==> src/rtl/i2c_bt_pkg.sv <==
package i2c_bt_pkg;

  typedef enum logic [1:0] {
    OP_START   = 2'd0,
    OP_STOP    = 2'd1,
    OP_BIT     = 2'd2,
    OP_RELEASE = 2'd3
  } bt_op_e;

  typedef enum logic [3:0] {
    ST_IDLE,    // bus free, both lines released
    ST_SHOLD,   // SDA low, SCL high: START hold
    ST_LOW,     // SCL low phase with data change
    ST_PARK,    // SCL held low, waiting for a command
    ST_RSREL,   // repeated START: SDA released, SCL low
    ST_RSHIGH,  // repeated START: SCL high before SDA falls
    ST_BHIGH,   // bit: SCL high phase
    ST_PLOW,    // STOP: SDA low, SCL low
    ST_PHOLD,   // STOP: SCL high, SDA low hold
    ST_RLOW     // release: SDA free, SCL low
  } bt_state_e;

  function automatic int unsigned bt_len_width(int unsigned tap_w, int unsigned mul_w);
    return 2 * tap_w + mul_w + 3;
  endfunction

endpackage

==> src/rtl/i2c_bt_calc.sv <==
module i2c_bt_calc #(
  parameter int TAP_W = 8,
  parameter int MUL_W = 4,
  parameter int LEN_W = 23
) (
  input  logic             clk,
  input  logic             rst,
  input  logic [MUL_W-1:0] cfg_mul,
  input  logic [TAP_W-1:0] cfg_base_tap,
  input  logic [TAP_W-1:0] cfg_tap_step,
  input  logic [TAP_W-1:0] cfg_start_base,
  input  logic [TAP_W-1:0] cfg_stop_base,
  input  logic [TAP_W-1:0] cfg_scl_taps,
  input  logic [TAP_W-1:0] cfg_sda_taps,
  output logic [LEN_W-1:0] hi_len,
  output logic [LEN_W-1:0] lo_len,
  output logic [LEN_W-1:0] sdah_len,
  output logic [LEN_W-1:0] start_len,
  output logic [LEN_W-1:0] stop_len
);

  localparam logic [LEN_W-1:0] ONE = LEN_W'(1);

  logic [LEN_W-1:0] mul_e, scl_m1, sda_m1, step;
  logic [LEN_W-1:0] scl_span, sda_span;
  logic [LEN_W-1:0] period, lo_c, sdah_raw, hs_raw, hp_raw;

  always_comb begin
    mul_e    = (cfg_mul == '0) ? ONE : LEN_W'(cfg_mul);
    scl_m1   = (cfg_scl_taps == '0) ? '0 : LEN_W'(cfg_scl_taps) - ONE;
    sda_m1   = (cfg_sda_taps == '0) ? '0 : LEN_W'(cfg_sda_taps) - ONE;
    step     = LEN_W'(cfg_tap_step);
    scl_span = scl_m1 * step;
    sda_span = sda_m1 * step;
    // multiplier applied after the bracketed sum
    period   = mul_e * ((LEN_W'(cfg_base_tap) + scl_span + LEN_W'(2)) << 1);
    lo_c     = period - (period >> 1);
    sdah_raw = mul_e * (LEN_W'(cfg_base_tap) + sda_span + LEN_W'(3));
    hs_raw   = mul_e * (LEN_W'(cfg_start_base) + scl_span);
    hp_raw   = mul_e * (LEN_W'(cfg_stop_base) + scl_span);
  end

  always_ff @(posedge clk) begin
    if (rst) begin
      hi_len    <= ONE;
      lo_len    <= LEN_W'(2);
      sdah_len  <= ONE;
      start_len <= ONE;
      stop_len  <= ONE;
    end else begin
      hi_len    <= period >> 1;
      lo_len    <= lo_c;
      sdah_len  <= (sdah_raw > lo_c - ONE) ? lo_c - ONE : sdah_raw;
      start_len <= (hs_raw == '0) ? ONE : hs_raw;
      stop_len  <= (hp_raw == '0) ? ONE : hp_raw;
    end
  end

endmodule

==> src/rtl/i2c_bt_dcnt.sv <==
module i2c_bt_dcnt #(
  parameter int W = 23
) (
  input  logic         clk,
  input  logic         rst,
  input  logic         load,
  input  logic [W-1:0] load_val,
  output logic         zero
);

  logic [W-1:0] cnt;

  always_ff @(posedge clk) begin
    if (rst)              cnt <= '0;
    else if (load)        cnt <= load_val;
    else if (cnt != '0)   cnt <= cnt - W'(1);
  end

  assign zero = (cnt == '0);

endmodule

==> src/rtl/i2c_bt_seq.sv <==
module i2c_bt_seq
  import i2c_bt_pkg::*;
#(
  parameter int LEN_W = 23
) (
  input  logic             clk,
  input  logic             rst,
  input  logic             cmd_valid,
  input  logic [1:0]       cmd_op,
  output logic             cmd_ready,
  input  logic             tx_bit,
  input  logic [LEN_W-1:0] hi_len,
  input  logic [LEN_W-1:0] lo_len,
  input  logic [LEN_W-1:0] sdah_len,
  input  logic [LEN_W-1:0] start_len,
  input  logic [LEN_W-1:0] stop_len,
  input  logic             ph_zero,
  input  logic             sd_zero,
  output logic             ph_load,
  output logic [LEN_W-1:0] ph_val,
  output logic             sd_load,
  output logic [LEN_W-1:0] sd_val,
  output logic             scl_oe,
  output logic             sda_oe
);

  localparam logic [LEN_W-1:0] ONE = LEN_W'(1);

  bt_state_e st, st_n;
  bt_op_e    op;
  logic      pend, pend_n, scl_n, sda_n, accept;

  assign op        = bt_op_e'(cmd_op);
  assign cmd_ready = (st == ST_IDLE) || (st == ST_PARK);
  assign accept    = cmd_valid && cmd_ready;

  always_comb begin
    st_n    = st;
    scl_n   = scl_oe;
    sda_n   = sda_oe;
    pend_n  = pend;
    ph_load = 1'b0;
    ph_val  = '0;
    sd_load = 1'b0;
    sd_val  = '0;
    unique case (st)
      ST_IDLE: begin
        if (accept && op == OP_START) begin
          st_n    = ST_SHOLD;
          sda_n   = 1'b1;
          ph_load = 1'b1;
          ph_val  = start_len - ONE;
        end
      end
      ST_SHOLD, ST_BHIGH: begin
        if (ph_zero) begin
          st_n    = ST_LOW;
          scl_n   = 1'b1;
          ph_load = 1'b1;
          ph_val  = lo_len - ONE;
          sd_load = 1'b1;
          sd_val  = sdah_len - ONE;
          pend_n  = 1'b1;
        end
      end
      ST_LOW: begin
        if (pend && sd_zero) begin
          sda_n  = ~tx_bit;
          pend_n = 1'b0;
        end
        if (ph_zero) st_n = ST_PARK;
      end
      ST_PARK: begin
        if (accept) begin
          ph_load = 1'b1;
          unique case (op)
            OP_START: begin
              st_n   = ST_RSREL;
              sda_n  = 1'b0;
              ph_val = lo_len - ONE;
            end
            OP_BIT: begin
              st_n   = ST_BHIGH;
              scl_n  = 1'b0;
              ph_val = hi_len - ONE;
            end
            OP_STOP: begin
              st_n   = ST_PLOW;
              sda_n  = 1'b1;
              ph_val = lo_len - ONE;
            end
            default: begin
              st_n   = ST_RLOW;
              sda_n  = 1'b0;
              ph_val = lo_len - ONE;
            end
          endcase
        end
      end
      ST_RSREL: begin
        if (ph_zero) begin
          st_n    = ST_RSHIGH;
          scl_n   = 1'b0;
          ph_load = 1'b1;
          ph_val  = hi_len - ONE;
        end
      end
      ST_RSHIGH: begin
        if (ph_zero) begin
          st_n    = ST_SHOLD;
          sda_n   = 1'b1;
          ph_load = 1'b1;
          ph_val  = start_len - ONE;
        end
      end
      ST_PLOW: begin
        if (ph_zero) begin
          st_n    = ST_PHOLD;
          scl_n   = 1'b0;
          ph_load = 1'b1;
          ph_val  = stop_len - ONE;
        end
      end
      ST_PHOLD: begin
        if (ph_zero) begin
          st_n  = ST_IDLE;
          sda_n = 1'b0;
        end
      end
      ST_RLOW: begin
        if (ph_zero) begin
          st_n  = ST_IDLE;
          scl_n = 1'b0;
        end
      end
      default: begin
        st_n  = ST_IDLE;
        scl_n = 1'b0;
        sda_n = 1'b0;
      end
    endcase
  end

  always_ff @(posedge clk) begin
    if (rst) begin
      st     <= ST_IDLE;
      scl_oe <= 1'b0;
      sda_oe <= 1'b0;
      pend   <= 1'b0;
    end else begin
      st     <= st_n;
      scl_oe <= scl_n;
      sda_oe <= sda_n;
      pend   <= pend_n;
    end
  end

endmodule

==> src/rtl/i2c_bit_timer.sv <==
module i2c_bit_timer
  import i2c_bt_pkg::*;
#(
  parameter int TAP_W = 8,
  parameter int MUL_W = 4
) (
  input  logic             clk,
  input  logic             rst,
  input  logic [MUL_W-1:0] cfg_mul,
  input  logic [TAP_W-1:0] cfg_base_tap,
  input  logic [TAP_W-1:0] cfg_tap_step,
  input  logic [TAP_W-1:0] cfg_start_base,
  input  logic [TAP_W-1:0] cfg_stop_base,
  input  logic [TAP_W-1:0] cfg_scl_taps,
  input  logic [TAP_W-1:0] cfg_sda_taps,
  input  logic             cmd_valid,
  input  logic [1:0]       cmd_op,
  output logic             cmd_ready,
  input  logic             tx_bit,
  output logic             scl_oe,
  output logic             sda_oe
);

  localparam int LEN_W = int'(bt_len_width(TAP_W, MUL_W));
  localparam int NCNT  = 2;  // 0: phase length, 1: data hold

  logic [LEN_W-1:0] hi_len, lo_len, sdah_len, start_len, stop_len;
  logic [NCNT-1:0]  c_load, c_zero;
  logic [LEN_W-1:0] c_val [NCNT];
  logic             ph_load, sd_load;
  logic [LEN_W-1:0] ph_val, sd_val;

  i2c_bt_calc #(.TAP_W(TAP_W), .MUL_W(MUL_W), .LEN_W(LEN_W)) u_calc (
    .clk(clk), .rst(rst),
    .cfg_mul(cfg_mul), .cfg_base_tap(cfg_base_tap), .cfg_tap_step(cfg_tap_step),
    .cfg_start_base(cfg_start_base), .cfg_stop_base(cfg_stop_base),
    .cfg_scl_taps(cfg_scl_taps), .cfg_sda_taps(cfg_sda_taps),
    .hi_len(hi_len), .lo_len(lo_len), .sdah_len(sdah_len),
    .start_len(start_len), .stop_len(stop_len)
  );

  assign c_load[0] = ph_load;
  assign c_load[1] = sd_load;
  assign c_val[0]  = ph_val;
  assign c_val[1]  = sd_val;

  for (genvar g = 0; g < NCNT; g++) begin : g_cnt
    i2c_bt_dcnt #(.W(LEN_W)) u_cnt (
      .clk(clk), .rst(rst),
      .load(c_load[g]), .load_val(c_val[g]), .zero(c_zero[g])
    );
  end

  i2c_bt_seq #(.LEN_W(LEN_W)) u_seq (
    .clk(clk), .rst(rst),
    .cmd_valid(cmd_valid), .cmd_op(cmd_op), .cmd_ready(cmd_ready),
    .tx_bit(tx_bit),
    .hi_len(hi_len), .lo_len(lo_len), .sdah_len(sdah_len),
    .start_len(start_len), .stop_len(stop_len),
    .ph_zero(c_zero[0]), .sd_zero(c_zero[1]),
    .ph_load(ph_load), .ph_val(ph_val),
    .sd_load(sd_load), .sd_val(sd_val),
    .scl_oe(scl_oe), .sda_oe(sda_oe)
  );

endmodule

==> config.mk <==
export PLATFORM = sky130hd
export DESIGN_NAME = i2c_bit_timer
export DESIGN_NICKNAME = d
export VERILOG_FILES = /design/src/rtl/i2c_bt_pkg.sv /design/src/rtl/i2c_bt_calc.sv /design/src/rtl/i2c_bt_dcnt.sv /design/src/rtl/i2c_bt_seq.sv /design/src/rtl/i2c_bit_timer.sv
export SDC_FILE = /design/constraint.sdc
export NUM_CORES = 1
export LEC_CHECK = 0
export BUFFER_PORTS_ARGS = -buffer_cell sky130_fd_sc_hd__buf_2
export CAP_MARGIN = 20
export CORE_MARGIN = 8
export CORE_UTILIZATION = 60
export DETAILED_ROUTE_END_ITERATION = 7
export PLACE_DENSITY = 0.8
export SYNTH_ARGS = -nofsm -noshare
export SYNTH_HDL_FRONTEND = slang
export SYNTH_SLANG_ARGS = --single-unit
==> constraint.sdc <==
create_clock -name clk -period 12.4 [get_ports clk]
set_input_delay 1.24 -clock clk [delete_from_list [all_inputs] [get_ports clk]]
set_output_delay 1.24 -clock clk [all_outputs]
set_load 0.05 [all_outputs]
# After elaboration in Yosys (flattened, before gate mapping)
# Cells that the tools add are included.
# op_classes
add_sub_neg,17
multipliers,6
div,0
magnitude_cmp,1
eq_ne,24
shifts,0
n_mux,45
bitwise,3
reduce_logical,30
# ops
op,count
$mux W23,16
$sub A23 B1 Y23 const B,8
$pmux W23 S6,1
$logic_not A23 Y1,4
$add A8 B23 Y23,3
$mul A23 B23 Y23,3
$mul A23 B8 Y23,2
$reduce_bool A23 Y1,2
$mux W4,9
$pmux W4 S8,1
$add A23 B2 Y23 const B,1
$gt A23 B23 Y1,1
$mul A23 B22 Y22,1
$sub A23 B22 Y23,1
$add A22 B2 Y22 const B,1
$add A8 B22 Y22,1
$ne A2 B2 Y1 const B,9
$sub A8 B1 Y9 const B,2
$eq A4 B3 Y1 const B,4
$logic_not A8 Y1,2
$mux W1,12
$pmux W4 S3,1
$reduce_or A5 Y1,2
$eq A4 B2 Y1 const B,2
22 further kinds,37
# word_totals
ff_bits,168
latch_bits,0
ram_bits,0
mem_bits_ro,0
output_inout_bits,3
elab_cells,138
mem_count,0

# Logic depth before layout (Yosys ltp)
# Gate-level depths: netlist of run 1.
# depth
ltp_word,10
depth_mapped,57
ltp_nobuf,56

# By module
# From an unflattened synthesis of run 1, not the netlist that was laid out.
# hier_totals
cells_unflattened,3599
area_unflattened_um2,28658.7
# modules_own_cells
mod,n_inst,cells_per_inst,area_per_inst_um2,seq_area_each_um2
i2c_bt_calc,1,2782,22655.5,2242.2
i2c_bt_seq,1,505,3420.8,140.1
i2c_bt_dcnt,2,156,1291.2,460.4

# Worst setup path after synthesis of run 1
# OpenSTA, ideal clock, no wires.
# synth_timing
kind,input to register
start,in cfg_scl_taps[0]
end,reg u_calc.sdah_len[10]
t_arrival_ns,13.275
required_ns,12.314
setup_slack_ns,-0.960
path_stages,54
path_buffers,1
cell_sequence,inv_1 ha_1 nand2_1 or3_1 nor3_1 nor2_1 and2_1 fa_1 inv_1 fa_1 inv_1 fa_1 inv_1 fa_1 inv_1 ha_1 xnor2_1 ha_1 [18 not listed] o21ai_0 or3_1 a21oi_1 xor2_1 a2111oi_1 nand2_1 a211oi_2 o21ai_0 nor2_1 xor2_1 ha_1 nand3_1 nor3_1 a21oi_1 a31oi_1 clkbuf_1 nor2_1 a211oi_1
# synth_between
elab_chain_len,10
# synth_lines
item,line,source
from (decl),i2c_bit_timer.sv:14,"input logic [TAP_W-1:0] cfg_scl_taps,"
$sub A8 B1 Y9 or $logic_not A8 Y1 (tied branches),i2c_bt_calc.sv:30,scl_m1 = (cfg_scl_taps == '0) ? '0 : LEN_W'(cfg_scl_taps) - ONE;
$mux W23 *,i2c_bt_calc.sv:30,
$mul A23 B8 Y23 *,i2c_bt_calc.sv:33,scl_span = scl_m1 * step;
$add A8 B22 Y22 *,i2c_bt_calc.sv:36,period = mul_e * ((LEN_W'(cfg_base_tap) + scl_span + LEN_W'(2)) << 1);
$add A22 B2 Y22 *,i2c_bt_calc.sv:36,
$mul A23 B22 Y22 *,i2c_bt_calc.sv:36,
$sub A23 B22 Y23 *,i2c_bt_calc.sv:37,lo_c = period - (period >> 1);
$sub A23 B1 Y23 *,i2c_bt_calc.sv:53,sdah_len <= (sdah_raw > lo_c - ONE) ? lo_c - ONE : sdah_raw;
$gt A23 B23 Y1,i2c_bt_calc.sv:53,
$mux W23 *,i2c_bt_calc.sv:53,
to (signal assigned),i2c_bt_calc.sv:53,
to (decl),i2c_bt_calc.sv:17,"output logic [LEN_W-1:0] sdah_len,"
# Every way passes the cells marked *; elsewhere a longest branch is shown, timed or not.
# A chain may end at the register's enable or synchronous reset.

# Worst setup path after layout of run 1
# layout_timing
start,in cfg_scl_taps[1]
end,reg u_calc.sdah_len[20]
# The elaborated chain is that of the path after synthesis.

==> impl_metrics.py, run 1 <==
metrics = {
    "outcome": {
        "status": "finished, violations left",
        "violations": "negative setup slack",
    },
    "setup_path": {
        "crit_type": "input pin to flop",
        "crit_top_cell": "fa_1",
        "slowest_stage": "fa_1",
        "r2r_setup_slack_ns": 8.53,
        "cp.required_ns": 12.74,
        "cp.arrival_ns": 12.83,
        "cp-startpoint": "cfg_scl_taps[1]",
        "worstPathMaxFanout": 10,
        "worstSetupEndpoint": "u_calc.sdah_len[20]",
        "r2r.worst_path.cells": 12,
        "end_kind": "flop",
        "worstSetupStartpointType": "input pin",
        "max_stage_delay_ns": 0.52,
        "timing.rr.end": "g_cnt[0].u_cnt.cnt[0]",
        "reg2reg_from": "g_cnt[0].u_cnt.cnt[13]",
    },
    "yosys": {
        "synth_top_cell_by_area": "fa_1",
        "yosys-top-cells-area": "fa_1 21%, dfxtp_1 12%, ha_1 11%, xnor2_1 6.4%, inv_1 6.0%",
        "synth_cells": 3514,
        "synth-warning-count": 0,
        "synth-seq-cells": 165,
        "synthArstFlopShare": 0,
        "postSynthAreaPerCell_um2": 7.93,
        "synth_edf_count": 0,
        "synth_cell_types": 96,
        "synth-main-ff-cell": "dfxtp_1",
        "synth.top_cell.area_share": 0.215,
        "seq_area_frac_synth": 0.118,
        "syn_area_mm2": 0.0279,
    },
    "run": {
        "cap_violations": 0,
    },
    "drt": {
        "viasPerCell": 5.64,
        "vias": 24941,
        "wl_per_cell_um": 16.3,
        "wirelength_mm": 72.2,
        "drtIter0Drc": 1789,
        "drcViolationCount": 0,
        "ant_nets": 0,
        "detail_route.first_pass.iterations": 5,
    },
    "sta": {
        "fin_skew_ns": 0.0127,
        "finalHoldViolations": 0,
        "relSlewSlack": 0.445,
        "maxSlewViolCount": 0,
        "min_period_ns": 12.49,
        "max_freq_ghz": 0.0801,
        "finalCritPeriodShare": 1.01,
        "rsz0062_at_grt": "true",
        "finalSetupViolations": 17,
        "worst_pin_slew_ns": 0.825,
        "setup_ws_ns": -0.0902,
        "tns_ns": -0.791,
    },
    "cells_and_area": {
        "drive_gt1_frac": 0.142,
        "nets": 4402,
        "syn2layout_area_growth_pct": 15.4,
    },
    "placed_design": {
        "port_buffers": 60,
        "pre_cts_slack_ns": -0.637,
        "gp_congestion": 0.936,
        "dp_hpwl_mm": 58.7,
    },
    "floorplan": {
        "fp.dieH_um": 232,
        "die-area_mm2": 0.0536,
        "core-area_mm2": 0.0463,
        "die_x_um": 232,
        "rows": 79,
        "ios": 61,
        "initial_utilization": 0.603,
    },
    "clocking": {
        "ctsHoldBuffers": 0,
        "path_clk_slew_ns": 0.07,
        "cts.sinks": 165,
        "cts_buffers": 17,
        "htreeDepth": 4,
        "cts_root_buffer": "clkbuf_16",
        "insertion_delay_ns": 0.44,
        "clk_path_buf_depth": 2,
        "cts_tree": "yes",
    },
    "global_routing": {
        "grt_pass1_vias": 23973,
        "grt_pass1_wl_mm": 116,
        "antenna_found_initial": 3,
        "grt_max_degree": 75,
        "grt_util_all_layers": 0.257,
        "grt_overflow_total": 0,
    },
    "min_path": {
        "hold_path_class": "flop to flop",
        "hold_depth": 2,
    },
}
==> how the worst min path moves through the flow <==
stage / slack (ns) / start / to
after detailed placement: 0.47 / u_seq.sda_oe / u_seq.sda_oe
after global placement: 0.47 / u_seq.sda_oe / u_seq.sda_oe
after floorplan: 0.45 / g_cnt[1].u_cnt.cnt[22] / g_cnt[1].u_cnt.cnt[22]
final: 0.48 / u_seq.scl_oe / u_seq.scl_oe
after CTS: 0.48 / u_seq.sda_oe / u_seq.sda_oe
after global routing: 0.49 / u_seq.sda_oe / u_seq.sda_oe
==> metal layers <==
layer / vias to the layer above / wire length, um / track usage
met3: 130 / 4200 / 0.0311
met2: 814 / 34200 / 0.441
met4: 4 / 1920 / 0.0685
met1: 11857 / 31800 / 0.341
li1: 12136 / - / -
met5: - / 21 / 0
==> kinds of logic after synthesis <==
group | synth area share
AND/OR/NAND/NOR | 0.235
buffers and inverters | 0.0736
AO/OA/AOI/OAI | 0.135
other | 0.000269
multiplexers | 0.00440
XOR/XNOR | 0.110
adder cells (fa/ha/maj) | 0.324
flip-flops | 0.118
==> cell type report <==
type                       count  area, um2
antenna                        1       2.50
clock inverter                15        206
sequential                   165       3300
clock buffer                  17        425
inverter                     446       1690
fill                        3630      14100
multi-input combinational   2843      23400
tap                          607        759
timing repair buffer         328       2350
==> cells in the final DEF, fill, tap and decap left out, types with 82 or more instances in the layout <==
master / count
nor2_1: 301
nand2_1: 411
inv_1: 434
a21oi_1: 155
fa_1: 299
ha_1: 227
xor2_1: 115
buf_4: 263
o21ai_0: 82
and2_1: 190
dfxtp_1: 165
xnor2_1: 194
==> Yosys cell counts, drive strengths merged, types with 22 or more instances <==
library cell	count
xor2	125
or4	22
nand3	36
nor3	85
clkbuf	84
dfxtp	165
o21ai	105
nor4	51
o22ai	36
a21oi	172
fa	299
or3	29
a211oi	59
and2	196
inv	446
ha	244
nor2b	43
o21a	22
nand2	415
nand4	25
a21o	49
nand2b	57
nor2	313
xnor2	209
==> stage by stage <==
step / std cells / cell area (um2) / utilization / hold slack, ns
floorplan: 3550 / 28200 / - / 0.454
global placement: 4369 / 30700 / 0.664 / 0.466
detailed placement: 4369 / 30700 / 0.664 / 0.470
CTS: 4410 / 31500 / 0.680 / 0.483
global route: 4422 / 32200 / 0.695 / 0.494
finish: 4422 / 32200 / 0.695 / 0.484
==> flip-flops by register name, indices dropped and copies added, names as in the netlist <==
signal,count
g_cnt.u_cnt.cnt,46
u_calc.hi_len,20
u_calc.lo_len,23
u_calc.sdah_len,23
u_calc.start_len,23
u_calc.stop_len,23
u_seq.pend,1
u_seq.scl_oe,1
u_seq.sda_oe,1
u_seq.st,4
==> worst max-delay path, delay by kind of cell <==
family | cells | cell delay [ns]
adder cells (fa/ha/maj) | 12 | 4.80
AO/OA/AOI/OAI | 13 | 2.80
XOR/XNOR | 5 | 1.06
buffers and inverters | 10 | 0.82
AND/OR/NAND/NOR | 13 | 2.10
==> repair_timing <==
| action | CTS | global route |
|---|---|---|
| gates cloned | 1 | 0 |
| setup endpoints to repair | 23 | 23 |
| resized for setup | 10 | 137 |
| pin swaps | 7 | 54 |
| setup buffers | 8 | 10 |
Power of run 1 is not shown: default switching activity piles up to over one toggle a cycle in this logic, so the estimate is an artifact.
==> run 2, diff against run 1 <==
--- a/config.mk
+++ b/config.mk
@@ -11,6 +11,7 @@
 export CORE_UTILIZATION = 60
 export DETAILED_ROUTE_END_ITERATION = 7
 export PLACE_DENSITY = 0.8
+export SKIP_LAST_GASP = 1
 export SYNTH_ARGS = -nofsm -noshare
 export SYNTH_HDL_FRONTEND = slang
 export SYNTH_SLANG_ARGS = --single-unit
==> run 2 against run 1 <==
Effect of this change:
- first-iteration DRC count is 4.1% lower
- utilization about the same
- sequential cell count unchanged
- the flow still finishes with violations (negative setup slack)
- hold slack about the same
- routed wire length hardly changed
- final area about the same
- critical path type unchanged
- largest cell class unchanged
- sequential share of layout area about the same
==> impl_metrics.py, run 2 (synthesis gave the netlist of run 1 again) <==
metrics = {
    "outcome": {
        "status": "finished, violations left",
        "violations": "negative setup slack",
    },
    "placed_design": {
        "gp_congestion": 0.936,
        "port_buffers": 60,
        "place_area_mm2": 0.0307,
        "dp_hpwl_mm": 58.7,
    },
    "setup_path": {
        "worstSetupStartpointType": "input pin",
        "crit_top_cell": "fa_1",
        "crit_family": "adder cells",
        "cp.arrival_ns": 12.84,
        "timing.rr.end": "g_cnt[0].u_cnt.cnt[0]",
        "path_buf_inv": 10,
        "cp.required_ns": 12.74,
        "end_kind": "flop",
        "r2r.worst_path.cells": 12,
        "max_stage_delay_ns": 0.53,
        "reg2reg_from": "g_cnt[0].u_cnt.cnt[13]",
        "worstPathMaxFanout": 10,
        "crit_type": "input pin to flop",
        "slowest_stage": "fa_1",
        "r2r_setup_slack_ns": 8.53,
    },
    "sta": {
        "fin_skew_ns": 0.0110,
        "tns_ns": -1.12,
        "min_period_ns": 12.51,
        "holdWs_ns": 0.484,
        "finalCritPeriodShare": 1.01,
        "maxSlewViolCount": 0,
        "rsz0062_at_grt": "true",
        "finalHoldViolations": 0,
        "worst_pin_slew_ns": 0.844,
        "finalSetupViolations": 20,
        "relSlewSlack": 0.437,
        "setup_ws_ns": -0.107,
        "max_freq_ghz": 0.0800,
    },
    "drt": {
        "wirelength_mm": 72.2,
        "drcViolationCount": 0,
        "detail_route.first_pass.iterations": 6,
        "ant_nets": 0,
        "vias": 24937,
        "drtIter0Drc": 1715,
        "wl_per_cell_um": 16.3,
        "viasPerCell": 5.64,
    },
    "global_routing": {
        "use_met3": 0.0311,
        "grt_overflow_total": 0,
        "grt_pass1_wl_mm": 116,
        "grt_busiest_layer": "met2",
        "use_met1": 0.341,
        "grt_pass1_vias": 23973,
        "antenna_found_initial": 3,
        "grt_util_all_layers": 0.257,
        "gr-usage-met2": 0.441,
        "grt_max_degree": 75,
    },
    "cells_and_area": {
        "n_fill_cell": 3634,
        "regMostFlops": "g_cnt.u_cnt.cnt",
        "postLayoutCellArea_mm2": 0.0322,
        "largest_reg_flops": 46,
        "layout_common_cells": "434 x inv_1, 411 x nand2_1, 301 x nor2_1",
        "syn2layout_area_growth_pct": 15.3,
        "drive_gt1_frac": 0.141,
        "nets": 4402,
        "postLayoutCoreUtil": 0.695,
        "final_common_cell": "inv_1",
    },
    "floorplan": {
        "initial_utilization": 0.603,
        "core-area_mm2": 0.0463,
        "rows": 79,
        "fp.dieH_um": 232,
        "ios": 61,
        "die-area_mm2": 0.0536,
        "die_x_um": 232,
    },
    "min_path": {
        "hold_path_class": "flop to flop",
        "min-delay-start": "u_seq.scl_oe",
        "min_to": "u_seq.scl_oe",
        "hold_depth": 2,
    },
    "clocking": {
        "cts_root_buffer": "clkbuf_16",
        "cts_buffers": 17,
        "cts_tree": "yes",
        "cts.sinks": 165,
        "htreeDepth": 4,
        "path_clk_slew_ns": 0.07,
        "clk_path_buf_depth": 2,
        "insertion_delay_ns": 0.44,
    },
    "run": {
        "cap_violations": 0,
    },
}
[run 2: worst max path at each step]
stage,slack (ns),cells after the start,to,startpoint
after floorplan,0.01,52,u_calc.sdah_len[17],cfg_scl_taps[0]
after global placement,-0.28,58,u_calc.sdah_len[15],cfg_scl_taps[0]
after detailed placement,-0.64,56,u_calc.sdah_len[7],cfg_scl_taps[0]
after CTS,0.02,54,u_calc.sdah_len[12],cfg_scl_taps[0]
after global routing,-0.48,58,u_calc.sdah_len[3],cfg_scl_taps[1]
final,-0.11,53,u_calc.sdah_len[21],cfg_scl_taps[1]
[run 2: metrics by stage]
step                      std cells  setup WS, ns
after floorplan                3550        0.0142
after global placement         4369        -0.277
after detailed placement       4369        -0.637
after CTS                      4410        0.0217
after global routing           4422        -0.484
final                          4422        -0.107
[run 2: layer usage]
metal	vias to the layer above	routed length, um
met5	-	21
met4	4	1880
met3	123	4350
met2	831	34200
met1	11839	31700
li1	12140	-
[run 2: cell type report]
class	instances	area [um2]	area share
Clock buffer	17	425	0.0132
Antenna cell	1	2.50	0.0000778
Clock inverter	15	206	0.00642
Tap cell	607	759	0.0236
Timing Repair Buffer	328	2350	0.0730
Sequential cell	165	3300	0.103
Inverter	446	1690	0.0524
Multi-Input combinational cell	2843	23400	0.729
[run 2: tightest hold or removal path: stages (launching register included)]
cell and delay, ns:
dfxtp_1 0.33, a21oi_1 0.06, nor2_1 0.07
[run 2: what timing repair did]
action,4_1_cts,5_1_grt
cloned,1,0
buffers inserted,8,10
resized for setup,10,135
pin swaps,7,53
hold buffers,0,0
setup endpoints to repair,23,23
Power of run 2 is left out for the same reason.
==> run 3, diff against run 2 <==
--- a/config.mk
+++ b/config.mk
@@ -5,6 +5,7 @@
 export SDC_FILE = /design/constraint.sdc
 export NUM_CORES = 1
 export LEC_CHECK = 0
+export ABC_AREA = 1
 export BUFFER_PORTS_ARGS = -buffer_cell sky130_fd_sc_hd__buf_2
 export CAP_MARGIN = 20
 export CORE_MARGIN = 8
==> run 3 against run 2 <==
Effect of this change:
- the flow now finishes without violations
- count of clock-buffer cells in the layout rose by 1
- sequential cell count is the same
- clock skew decreased by 0.00083 ns
- routed wire length rose by 8.4%
- hold slack got worse by 0.037 ns
- critical path type unchanged
==> impl_metrics.py, run 3 <==
metrics = {
    "clocking": {
        "path_clk_slew_ns": 0.07,
        "htreeDepth": 4,
        "cts.sinks": 165,
        "cts_root_buffer": "clkbuf_16",
        "ctsHoldBuffers": 0,
        "cts_tree": "yes",
        "insertion_delay_ns": 0.45,
        "cts_buffers": 17,
        "clk_path_buf_depth": 2,
    },
    "yosys": {
        "syn_area_mm2": 0.0300,
        "yosys-top-cells-area": "fa_1 20%, nand2_1 11%, inv_1 11%, dfxtp_1 11%, ha_1 10%",
        "synth-main-ff-cell": "dfxtp_1",
        "seq_area_frac_synth": 0.110,
        "synth_cell_types": 79,
        "synth_top_cell_by_area": "fa_1",
        "synthArstFlopShare": 0,
        "ys_top_cells_by_count": "911 x nand2_1, 882 x inv_1, 543 x nor2_1, 299 x fa_1, 244 x ha_1",
        "synth_cells": 4400,
        "synth.top_cell.area_share": 0.200,
        "synth-warning-count": 0,
        "postSynthAreaPerCell_um2": 6.81,
        "synth_edf_count": 0,
        "synth-seq-cells": 165,
        "yosysMostFrequentCell": "nand2_1",
    },
    "sta": {
        "worst_pin_slew_ns": 0.934,
        "relSlewSlack": 0.377,
        "setup_ws_ns": 0.461,
        "finalCritPeriodShare": 0.963,
        "maxSlewViolCount": 0,
        "tns_ns": 0,
        "fin_skew_ns": 0.0102,
        "finalSetupViolations": 0,
        "finalHoldViolations": 0,
        "max_freq_ghz": 0.0838,
        "min_period_ns": 11.94,
    },
    "cells_and_area": {
        "n_antenna_cell": 0,
        "layout_common_cells": "897 x nand2_1, 871 x inv_1, 532 x nor2_1",
        "final_common_cell": "nand2_1",
        "stdcell_count": 5300,
        "syn2layout_area_growth_pct": 11.6,
        "nets": 5216,
        "largest_reg_flops": 46,
        "regMostFlops": "g_cnt.u_cnt.cnt",
        "drive_gt1_frac": 0.116,
        "n_fill_cell": 4287,
    },
    "drt": {
        "wirelength_mm": 78.3,
        "wl_per_cell_um": 14.8,
        "drcViolationCount": 0,
        "ant_nets": 0,
        "vias": 28285,
        "detail_route.first_pass.iterations": 8,
        "viasPerCell": 5.34,
        "drtIter0Drc": 2076,
    },
    "setup_path": {
        "cp.required_ns": 12.78,
        "crit_top_cell": "nand2_1",
        "worstPathMaxFanout": 15,
        "worstSetupStartpointType": "input pin",
        "max_stage_delay_ns": 0.51,
        "end_kind": "flop",
        "crit_type": "input pin to flop",
        "cp.arrival_ns": 12.32,
        "slowest_stage": "fa_1",
    },
    "global_routing": {
        "grt_pass1_wl_mm": 128,
        "grt_pass1_vias": 26849,
        "grt_overflow_total": 0,
        "antenna_found_initial": 1,
        "grt_util_all_layers": 0.269,
        "grt_max_degree": 78,
    },
    "floorplan": {
        "die-area_mm2": 0.0573,
        "ios": 61,
        "die_x_um": 239,
        "core-area_mm2": 0.0498,
        "fp.dieH_um": 239,
        "initial_utilization": 0.602,
        "rows": 82,
    },
    "placed_design": {
        "dp_cells": 5249,
        "port_buffers": 60,
        "dp_hpwl_mm": 64.8,
        "pre_cts_slack_ns": -0.221,
        "gp_congestion": 0.984,
    },
    "min_path": {
        "hold_path_class": "flop to flop",
    },
    "run": {
        "cap_violations": 0,
    },
    "outcome": {
        "status": "completed",
    },
}
-- run 3: cell types whose count changed after synthesis, sizes merged, moves of 57 or more --
cell    change
xnor2     -114
and2      -188
nand3     +155
nand2     +527
a21oi      +58
nand2b     -57
nor2      +276
inv       +457
-- run 3: final timing paths --
path | startpoint | to | slack (ns) | depth (start not counted)
setup reg to reg | g_cnt[0].u_cnt.cnt[0] | g_cnt[0].u_cnt.cnt[16] | 8.74 | 19
setup / recovery | cfg_scl_taps[0] | u_calc.sdah_len[15] | 0.46 | 70
hold reg to reg | u_seq.scl_oe | u_seq.scl_oe | 0.45 | 2
hold / removal | u_seq.scl_oe | u_seq.scl_oe | 0.45 | 2
-- run 3: repair_timing --
action,in CTS,in global routing
resized for setup,0,125
setup endpoints to repair,0,23
setup buffers,0,17
-- run 3: final cells by class --
| cell class | instances | area [um2] | share of cell area |
|---|---|---|---|
| Sequential cell | 165 | 3300 | 0.0988 |
| Multi-Input combinational cell | 3287 | 23600 | 0.706 |
| Clock inverter | 14 | 131 | 0.00393 |
| Clock buffer | 18 | 439 | 0.0131 |
| Tap cell | 672 | 841 | 0.0252 |
| Inverter | 906 | 3410 | 0.102 |
| Timing Repair Buffer | 238 | 1690 | 0.0506 |
-- run 3: cells by family (layout without fill, tap and decap cells) --
group / count (synthesis) / in the layout / share of synthesized area
compound gates: 529 / 529 / 0.106
xor+xnor: 246 / 246 / 0.0740
fa+ha+maj: 543 / 543 / 0.302
buf+inv: 984 / 1176 / 0.126
flops: 165 / 165 / 0.110
mux: 1 / 1 / 0.000334
other cells: 2 / 38 / 0.000251
simple gates: 1930 / 1930 / 0.282
-- run 3: metal layers --
metal	global-route usage	share of wire
met1	0.362	0.45
met2	0.442	0.45
met3	0.0263	0.062
met4	0.108	0.041
met5	0	0.00017
-- run 3: worst max-delay path: cells and delay by family --
| family | cells | cell delay [ns] |
|---|---|---|
| AO/OA/AOI/OAI | 9 | 1.15 |
| buffers and inverters | 17 | 1.64 |
| adder cells (fa/ha/maj) | 13 | 4.65 |
| XOR/XNOR | 3 | 0.69 |
| AND/OR/NAND/NOR | 28 | 2.95 |
-- run 3: stage by stage --
stage | area (um2) | utilization | hold WS (ns)
detailed placement | 32100 | 0.645 | 0.441
floorplan | 30100 | - | 0.448
global route | 33400 | 0.672 | 0.482
global placement | 32100 | 0.645 | 0.431
CTS | 32700 | 0.656 | 0.451
finish | 33400 | 0.672 | 0.447
Power of run 3 is left out for the same reason.
